### config.mk
export PLATFORM = sky130hd
export DESIGN_NAME = ecc_err_log
export DESIGN_NICKNAME = d
export VERILOG_FILES = /design/src/rtl/ecc_log_pkg.sv /design/src/rtl/ecc_flag_bank.sv /design/src/rtl/ecc_capture.sv /design/src/rtl/ecc_err_log.sv
export SDC_FILE = /design/constraint.sdc
export NUM_CORES = 1
export LEC_CHECK = 0
export BUFFER_PORTS_ARGS = -buffer_cell sky130_fd_sc_hd__buf_4
export CORE_ASPECT_RATIO = 1.1
export CORE_UTILIZATION = 47
export CTS_CLUSTER_DIAMETER = 80
export DETAILED_ROUTE_END_ITERATION = 10
export MAX_ROUTING_LAYER = met4
export PLACE_DENSITY = 0.81
export SYNTH_ARGS = -nofsm -noshare
export SYNTH_HDL_FRONTEND = slang
export SYNTH_SLANG_ARGS = --single-unit
### constraint.sdc
create_clock -name clk_i -period 2.5 [get_ports clk_i]
set_input_delay 0.125 -clock clk_i [delete_from_list [all_inputs] [get_ports clk_i]]
set_output_delay 0.125 -clock clk_i [all_outputs]
set_load 0.05 [all_outputs]
### src/rtl/ecc_log_pkg.sv
package ecc_log_pkg;
  localparam int unsigned REG_W   = 16;
  localparam int unsigned FLAG_N  = 5;
  localparam int unsigned ADDR_W  = 33;
  localparam int unsigned SYN_W   = 8;
  localparam int unsigned GRAIN_B = 7;  // 128-byte capture grain
  localparam int unsigned CAP_W   = ADDR_W - GRAIN_B;

  // logical flag index -> bit position in status/command words
  localparam int unsigned F_CE    = 0;
  localparam int unsigned F_UE    = 1;
  localparam int unsigned F_REFTO = 2;
  localparam int unsigned F_LOCK  = 3;
  localparam int unsigned F_THERM = 4;
  localparam int unsigned FLAG_POS [FLAG_N] = '{0, 1, 8, 9, 11};
  localparam logic [REG_W-1:0] FLAG_MASK = 16'h0B03;

  typedef enum logic [2:0] {
    SEL_STATUS = 3'd0,
    SEL_CMD    = 3'd1,
    SEL_ADDR   = 3'd2,
    SEL_EXT    = 3'd3,
    SEL_SYN    = 3'd4
  } reg_sel_e;
endpackage

### src/rtl/ecc_flag_bank.sv
module ecc_flag_bank
  import ecc_log_pkg::*;
(
  input  logic              clk_i,
  input  logic              rst_ni,
  input  logic [FLAG_N-1:0] ev_i,
  input  logic              wr_st_i,
  input  logic              wr_cmd_i,
  input  logic [FLAG_N-1:0] wbits_i,
  output logic [FLAG_N-1:0] flag_o,
  output logic [FLAG_N-1:0] en_o
);
  logic [FLAG_N-1:0] flag_q, en_q;

  for (genvar i = 0; i < FLAG_N; i++) begin : g_flag
    logic clr;
    assign clr = wr_st_i & wbits_i[i];

    always_ff @(posedge clk_i or negedge rst_ni) begin
      if (!rst_ni) flag_q[i] <= 1'b0;
      else         flag_q[i] <= ev_i[i] | (flag_q[i] & ~clr);  // event beats clear
    end

    always_ff @(posedge clk_i or negedge rst_ni) begin
      if (!rst_ni)       en_q[i] <= 1'b0;
      else if (wr_cmd_i) en_q[i] <= wbits_i[i];
    end

    a_r3_event_sets: assert property (@(posedge clk_i) disable iff (!rst_ni)
      ev_i[i] |=> flag_q[i]);
    a_r4_w1c_clears: assert property (@(posedge clk_i) disable iff (!rst_ni)
      (flag_q[i] && clr && !ev_i[i]) |=> !flag_q[i]);
    a_r4_zero_keeps: assert property (@(posedge clk_i) disable iff (!rst_ni)
      (flag_q[i] && !clr) |=> flag_q[i]);
    a_r5_event_wins: assert property (@(posedge clk_i) disable iff (!rst_ni)
      (clr && ev_i[i]) |=> flag_q[i]);
  end

  assign flag_o = flag_q;
  assign en_o   = en_q;
endmodule

### src/rtl/ecc_capture.sv
module ecc_capture
  import ecc_log_pkg::*;
(
  input  logic             clk_i,
  input  logic             rst_ni,
  input  logic             ce_i,
  input  logic             ue_i,
  input  logic [CAP_W-1:0] addr_i,
  input  logic             chan_i,
  input  logic [SYN_W-1:0] syn_i,
  input  logic             ce_logged_i,
  input  logic             ue_logged_i,
  output logic [CAP_W-1:0] addr_o,
  output logic             chan_o,
  output logic [SYN_W-1:0] syn_o
);
  logic [CAP_W-1:0] addr_q;
  logic             chan_q;
  logic [SYN_W-1:0] syn_q;
  logic             load_ue, load_ce, load;

  // UE replaces a CE capture; CE only fills an empty log
  assign load_ue = ue_i & ~ue_logged_i;
  assign load_ce = ce_i & ~ue_i & ~ce_logged_i & ~ue_logged_i;
  assign load    = load_ue | load_ce;

  always_ff @(posedge clk_i or negedge rst_ni) begin
    if (!rst_ni) begin
      addr_q <= '0;
      chan_q <= 1'b0;
      syn_q  <= '0;
    end else if (load) begin
      addr_q <= addr_i;
      chan_q <= chan_i;
      syn_q  <= syn_i;
    end
  end

  assign addr_o = addr_q;
  assign chan_o = chan_q;
  assign syn_o  = syn_q;

  a_r7_ce_captures: assert property (@(posedge clk_i) disable iff (!rst_ni)
    (ce_i && !ce_logged_i && !ue_logged_i) |=> (syn_q == $past(syn_i) && addr_q == $past(addr_i)));
  a_r8_ce_holds: assert property (@(posedge clk_i) disable iff (!rst_ni)
    (ce_i && !ue_i && (ce_logged_i || ue_logged_i)) |=> ($stable(addr_q) && $stable(syn_q) && $stable(chan_q)));
  a_r9_ue_overwrites: assert property (@(posedge clk_i) disable iff (!rst_ni)
    (ue_i && !ue_logged_i) |=> (syn_q == $past(syn_i) && chan_q == $past(chan_i)));
  a_r10_ue_holds: assert property (@(posedge clk_i) disable iff (!rst_ni)
    ue_logged_i |=> ($stable(addr_q) && $stable(syn_q)));
endmodule

### src/rtl/ecc_err_log.sv
module ecc_err_log
  import ecc_log_pkg::*;
(
  input  logic              clk_i,
  input  logic              rst_ni,
  input  logic              ce_valid_i,
  input  logic              ue_valid_i,
  input  logic [ADDR_W-1:0] err_addr_i,
  input  logic              err_chan_i,
  input  logic [SYN_W-1:0]  err_syn_i,
  input  logic              refto_i,
  input  logic              lock_i,
  input  logic              therm_i,
  input  logic [2:0]        reg_sel_i,
  input  logic              reg_wr_i,
  input  logic [REG_W-1:0]  reg_wdata_i,
  output logic [31:0]       reg_rdata_o,
  output logic              serr_o
);
  logic [FLAG_N-1:0] ev, flag, en, wbits;
  logic [CAP_W-1:0]  cap_addr;
  logic              cap_chan;
  logic [SYN_W-1:0]  cap_syn;
  logic [REG_W-1:0]  st_word, cmd_word;
  logic              wr_st, wr_cmd;
  logic              unused_bits;

  assign ev[F_CE]    = ce_valid_i;
  assign ev[F_UE]    = ue_valid_i;
  assign ev[F_REFTO] = refto_i;
  assign ev[F_LOCK]  = lock_i;
  assign ev[F_THERM] = therm_i;

  assign wr_st  = reg_wr_i && (reg_sel_i == SEL_STATUS);
  assign wr_cmd = reg_wr_i && (reg_sel_i == SEL_CMD);

  for (genvar i = 0; i < FLAG_N; i++) begin : g_wbits
    assign wbits[i] = reg_wdata_i[FLAG_POS[i]];
  end

  assign unused_bits = ^{reg_wdata_i & ~FLAG_MASK, err_addr_i[GRAIN_B-1:0]};

  ecc_flag_bank i_flags (
    .clk_i    (clk_i),
    .rst_ni   (rst_ni),
    .ev_i     (ev),
    .wr_st_i  (wr_st),
    .wr_cmd_i (wr_cmd),
    .wbits_i  (wbits),
    .flag_o   (flag),
    .en_o     (en)
  );

  ecc_capture i_cap (
    .clk_i       (clk_i),
    .rst_ni      (rst_ni),
    .ce_i        (ce_valid_i),
    .ue_i        (ue_valid_i),
    .addr_i      (err_addr_i[ADDR_W-1:GRAIN_B]),
    .chan_i      (err_chan_i),
    .syn_i       (err_syn_i),
    .ce_logged_i (flag[F_CE]),
    .ue_logged_i (flag[F_UE]),
    .addr_o      (cap_addr),
    .chan_o      (cap_chan),
    .syn_o       (cap_syn)
  );

  always_comb begin
    st_word  = '0;
    cmd_word = '0;
    for (int i = 0; i < FLAG_N; i++) begin
      st_word[FLAG_POS[i]]  = flag[i];
      cmd_word[FLAG_POS[i]] = en[i];
    end
  end

  assign serr_o = |(flag & en);

  always_comb begin
    unique case (reg_sel_i)
      SEL_STATUS: reg_rdata_o = {16'h0, st_word};
      SEL_CMD:    reg_rdata_o = {16'h0, cmd_word};
      SEL_ADDR:   reg_rdata_o = {cap_addr[31-GRAIN_B:0], {(GRAIN_B-1){1'b0}}, cap_chan};
      SEL_EXT:    reg_rdata_o = {31'h0, cap_addr[CAP_W-1]};
      SEL_SYN:    reg_rdata_o = {{(32-SYN_W){1'b0}}, cap_syn};
      default:    reg_rdata_o = '0;
    endcase
  end

  a_r11_serr_on_ue: assert property (@(posedge clk_i) disable iff (!rst_ni)
    (ue_valid_i && en[F_UE] && !wr_cmd) |=> serr_o);
  a_r11_serr_quiet: assert property (@(posedge clk_i) disable iff (!rst_ni)
    (wr_cmd && reg_wdata_i == 16'h0) |=> !serr_o);
  a_r2_reserved_zero: assert property (@(posedge clk_i) disable iff (!rst_ni)
    (st_word & ~FLAG_MASK) == '0);
  a_r6_ptr_gap_zero: assert property (@(posedge clk_i) disable iff (!rst_ni)
    (reg_sel_i == SEL_ADDR) |-> (reg_rdata_o[GRAIN_B-1:1] == '0));
endmodule

---- Word level (Yosys, flattened, before mapping) ----
Cells that the tools add are included.
operators by class
  reduce and logical (&&, ||, !) cells .... 4
  equality and inequality tests ........... 4
  $lt $le $gt $ge ......................... 0
  div/mod/pow operators ................... 0
  bitwise operators ....................... 29
  shifts and indexed selects .............. 0
  multiplexer cells ....................... 1
  $mul .................................... 0
  $add $sub $neg .......................... 0
operator list
  cell                number
  $pmux 32 s5         1
  $and 1x1->1         14
  $not 1->1           8
  $eq 3x2->1 const B  2
  $or 1x1->1          6
  $and 5x5->5         1
  $reduce_or 5->1     1
  $eq 3x1->1 const B  1
  $eq 3x3->1 const B  1
  $logic_not 3->1     1
  $logic_and 1x1->1   2
word-level totals
  input bits .............................. 69
  word-level logic and storage cells ...... 51
  register bits after elaboration ......... 45
  ROM bits ................................ 0
  memories ................................ 0
  bits in latches ......................... 0
  output and inout bits ................... 33
  RAM bits ................................ 0

---- Longest topological paths before layout ----
  word-level depth ........................ 6
  depth in mapped cells ................... 4
  mapped depth without buffers ............ 3

---- Modules after synthesis ----
A second synthesis with hierarchy kept.
second synthesis, totals
  cell total of the unflattened synthesis .. 165
  area total of the unflattened synthesis .. 2155.8 um^2
by module, submodules not included
  module         seq. area each (um^2)  cells an instance  instances  area an instance (um^2)
  ecc_capture    875.8                  76                 1          1337.5
  ecc_err_log    0.0                    64                 1          455.4
  ecc_flag_bank  250.2                  25                 1          362.8

---- Worst setup path before layout ----
OpenSTA, ideal clock, no wires.
  kind .................................... register to output
  start ................................... register i_flags.flag_q[2], in the netlist i_flags.flag_o[2]
  end ..................................... output port reg_rdata_o[8]
  data arrival time ....................... 1.431 ns
  stages on the path, launching flop included .. 4
  path buffers ............................ 0
  setup slack ............................. 0.944 ns
  cell sequence ........................... dfrtp_1 -> mux2i_1 -> or2_2 -> a21oi_1
between the ends
  cells in the longest elaborated chain, start to end .. 1
ends and longest elaborated chain
  what                               line                 RTL
  from (decl)                        ecc_flag_bank.sv:13  logic [FLAG_N-1:0] flag_q, en_q;
  from (signal, indexed assignment)  ecc_flag_bank.sv:21  else flag_q[i] <= ev_i[i] | (flag_q[i] & ~clr);
  $pmux 32 s5                        ecc_err_log.sv:81    unique case (reg_sel_i)
  to (decl)                          ecc_err_log.sv:17    output logic [31:0] reg_rdata_o,
Every way passes these cells.

---- Worst setup path in the final report ----
  start ................................... register i_flags.flag_q[0], in the netlist i_flags.flag_o[0]
  end ..................................... register i_cap.addr_q[3], in the netlist i_cap.addr_o[3]
between the ends
  cells in the longest elaborated chain, start to end .. 4
ends and longest elaborated chain
  what                       line               RTL
  $not 1->1                  ecc_capture.sv:24  assign load_ce = ce_i & ~ue_i & ~ce_logged_i & ~ue_logged_i;
  $and 1x1->1 (2 in series)  ecc_capture.sv:24
  $or 1x1->1                 ecc_capture.sv:25  assign load = load_ue | load_ce;
  to (signal assigned)       ecc_capture.sv:33  addr_q <= addr_i;
  to (decl)                  ecc_capture.sv:17  logic [CAP_W-1:0] addr_q;
Every way passes these cells.
A chain may end at the register's enable or synchronous reset.

==> impl_metrics.sql <==
INSERT INTO impl_metrics (metric_group, metric, value, unit) VALUES
('outcome', 'run_status', 'complete, no violations', ''),
('finish', 'layout-drive-gt1-share', '56.40', '%'),
('worst_setup_path', 'worst-path-max-fanout', '35', ''),
('sta', 'setup_repair_after_global_routing_missed_its_margin', 'no', ''),
('global_route', 'grt_pass1_vias', '1563', ''),
('hold_path', 'min-delay-path-class', 'input pin to flop', ''),
('placed_design', 'globalplace.congestion', '0.7581', ''),
('sta', 'fmax', '599.8', 'MHz'),
('finish', 'final-seq-area', '0.001126', 'sq mm'),
('global_route', 'grt_first_pass_wirelength', '7024', 'um'),
('finish', 'final_design_area_no_fill', '0.002907', 'sq mm'),
('power', 'power.ir.vdd_worst', '0.4531', 'mV'),
('finish', 'layout.cells.most_common', 'buf_4', ''),
('finish', 'area_used_by_multi_input_combinational_logic', '944.7', 'sq um'),
('placed_design', 'dpl-instance-area', '0.002780', 'sq mm'),
('synthesis', 'yosys-top-cells-area', 'dfrtp_1 53%, mux2_2 21%, and2_1 7.6%, mux2i_1 2.8%, a21o_1 1.8%', ''),
('global_route', 'grt_start_max_net_pins', '46', ''),
('synthesis', 'ys_seq_area_share', '52.94', '%'),
('detailed_routing', 'detailedRoute.firstPassIterationCount', '4', ''),
('detailed_routing', 'routed-via-count', '1531', ''),
('placed_design', 'placement.setup.worst_slack', '0.8645', 'ns'),
('worst_setup_path', 'setup.worst_path.end_class', 'flop', ''),
('detailed_routing', 'vias_per_cell', '5.036', ''),
('sta', 'hold_viol_final', '0', ''),
('global_route', 'antenna_found_initial', '0', ''),
('detailed_routing', 'drtAntennaViolNets', '0', ''),
('synthesis', 'synth_fp_nets', '233', ''),
('finish', 'fillers', '347', ''),
('detailed_routing', 'wl_per_cell', '14.35', 'um'),
('worst_setup_path', 'rrSetupSlack', '0.83', 'ns'),
('sta', 'timing.clock.skew', '0.007875', 'ns'),
('global_route', 'leftover_overflow_at_the_end_of_global_routing', '0', ''),
('floorplanning', 'fp.coreArea', '0.004317', 'sq mm'),
('floorplanning', 'die_w', '66.14', 'um'),
('floorplanning', 'floorplan.die_area', '0.004799', 'sq mm'),
('clock_tree', 'tritoncts', 'built', ''),
('synthesis', 'synth.largest_area_cell', 'dfrtp_1', ''),
('clock_tree', 'clockRootBuffer', 'clkbuf_8', ''),
('finish', 'design.final.nets', '318', ''),
('floorplanning', 'placement_rows', '25', ''),
('clock_tree', 'clock_tree.buffer_depth', '2', ''),
('sta', 'period_needed', '1.667', 'ns'),
('floorplanning', 'effective_utilization_at_floorplan', '49.28', '%'),
('sta', 'relSlewSlack', '62.53', '%'),
('sta', 'final.period_utilization', '66.69', '%'),
('worst_setup_path', 'timing.critical_path.from_type', 'flop', ''),
('sta', 'fin_worst_hold_slack', '0.008012', 'ns'),
('placed_design', 'place.port_buffers', '83', ''),
('clock_tree', 'numClockSinks', '45', ''),
('synthesis', 'postSynthRegisterBits', '45', ''),
('floorplanning', 'floorplan.io_pins', '102', ''),
('detailed_routing', 'total_wirelength_of_the_detailed_routed_design', '4363', 'um'),
('sta', 'timing.setup.tns', '0', 'ns'),
('clock_tree', 'clock_network_latency_to_the_later_pin_of_the_worst_skew_pair', '0.29', 'ns'),
('worst_setup_path', 'worstSetupPathType', 'flop to flop', ''),
('worst_setup_path', 'critical_path_required', '2.67', 'ns'),
('clock_tree', 'cts_setup_buffers', '0', ''),
('synthesis', 'ys_types', '27', ''),
('finish', 'antenna-diode-count', '0', ''),
('power', 'p_per_area', '700.5', 'mW/mm^2'),
('placed_design', 'dpl.hpwl', '3159', 'um'),
('detailed_routing', 'initialDrtViolationCount', '63', ''),
('sta', 'finalSetupViolations', '0', ''),
('synthesis', 'post_synth.cell_area_avg', '12.97', 'sq um'),
('synthesis', 'synthCells', '164', ''),
('global_route', 'grt.total_usage', '20.51', '%'),
('clock_tree', 'cts.reportedPaths.clkPinSlew', '0.08', 'ns'),
('worst_setup_path', 'worst-endpoint-arrival', '1.84', 'ns'),
('power', 'static_leakage_power', '0.001358', 'uW'),
('synthesis', 'synthesis.yosys.warnings', '0', ''),
('synthesis', 'mappedNetlistArea', '0.002127', 'sq mm');
registers in the layout (all words and copies together) (netlist names):
signal          count
i_cap.addr_o       26
i_cap.chan_o        1
i_cap.syn_o         8
i_flags.en_o        5
i_flags.flag_o      5
routing by layer:
layer / wire [um] / global-route usage (%) / up-vias
met1: 1919 / 24.25 / 736
li1: - / - / 739
met5: 0 / - / -
met2: 2091 / 32.77 / 50
met3: 277 / 6.289 / 6
met4: 74 / 7.801 / 0
cells by family after synthesis:
kind of cell	after synthesis	share of synthesized area, %
DFF	45	52.94
buffers and inverters	9	2.882
and+or+nand+nor	50	15.12
muxes	46	24.00
AOI/OAI and AO/OA	14	5.060
cell usage after synthesis, drive strengths merged:
master	count
clkbuf	3
nor2b	1
inv	1
a22oi	1
nand2b	1
or2	3
and4bb	1
nor2	1
a21oi	5
nor3b	3
buf	5
mux2	40
dfrtp	45
nand2	9
a222oi	1
and2	26
o21a	1
nand3b	3
a21o	5
nor3	1
a211o	1
nor4b	1
mux2i	6
metrics by stage:
step	power (uW)	std cells	utilization (%)
after global placement	1477	295	64.41
after detailed placement	1504	295	64.41
final	2036	304	67.33
after CTS	2062	304	67.33
after global routing	2140	304	67.33
after floorplan	1328	164	-
report_power, final:
group	switching, uW	leakage, uW	internal [uW]
Sequential	83.4	0.000519	903
Clock	230	0.0000585	326
Combinational	235	0.000781	259
Total	548	0.00136	1490
cell type report:
cell class                 count  share of cell area [%]
clock buffer                   7                   2.970
clock inverter                 1                   1.033
inverter                       1                  0.1291
multi-input combinational    110                   32.50
sequential                    45                   38.74
tap                           54                   2.325
timing repair buffer          86                   22.30
worst max-delay path, stage by stage, from the launching register on:
cell and delay [ns]:
dfrtp_1 0.43, nand2b_4 0.16, a21oi_4 0.13, buf_4 0.41, mux2_2 0.40
path summary, 6_finish.rpt:
path | startpoint | depth (start not counted) | end
min in group asynchronous | rst_ni | 2 | i_flags.flag_o[0]$_DFF_PN0_
worst min-delay path | refto_i | 2 | i_flags.flag_o[2]$_DFF_PN0_
worst min register to register | i_cap.addr_o[17]$_DFFE_PN0P_ | 1 | i_cap.addr_o[17]$_DFFE_PN0P_
worst max register to register | i_flags.flag_o[0]$_DFF_PN0_ | 4 | i_cap.addr_o[3]$_DFFE_PN0P_
max in group asynchronous | rst_ni | 2 | i_cap.syn_o[3]$_DFFE_PN0P_
worst max-delay path | i_flags.flag_o[0]$_DFF_PN0_ | 4 | i_cap.addr_o[3]$_DFFE_PN0P_
Note: power is estimated with default switching activity, not from simulation.
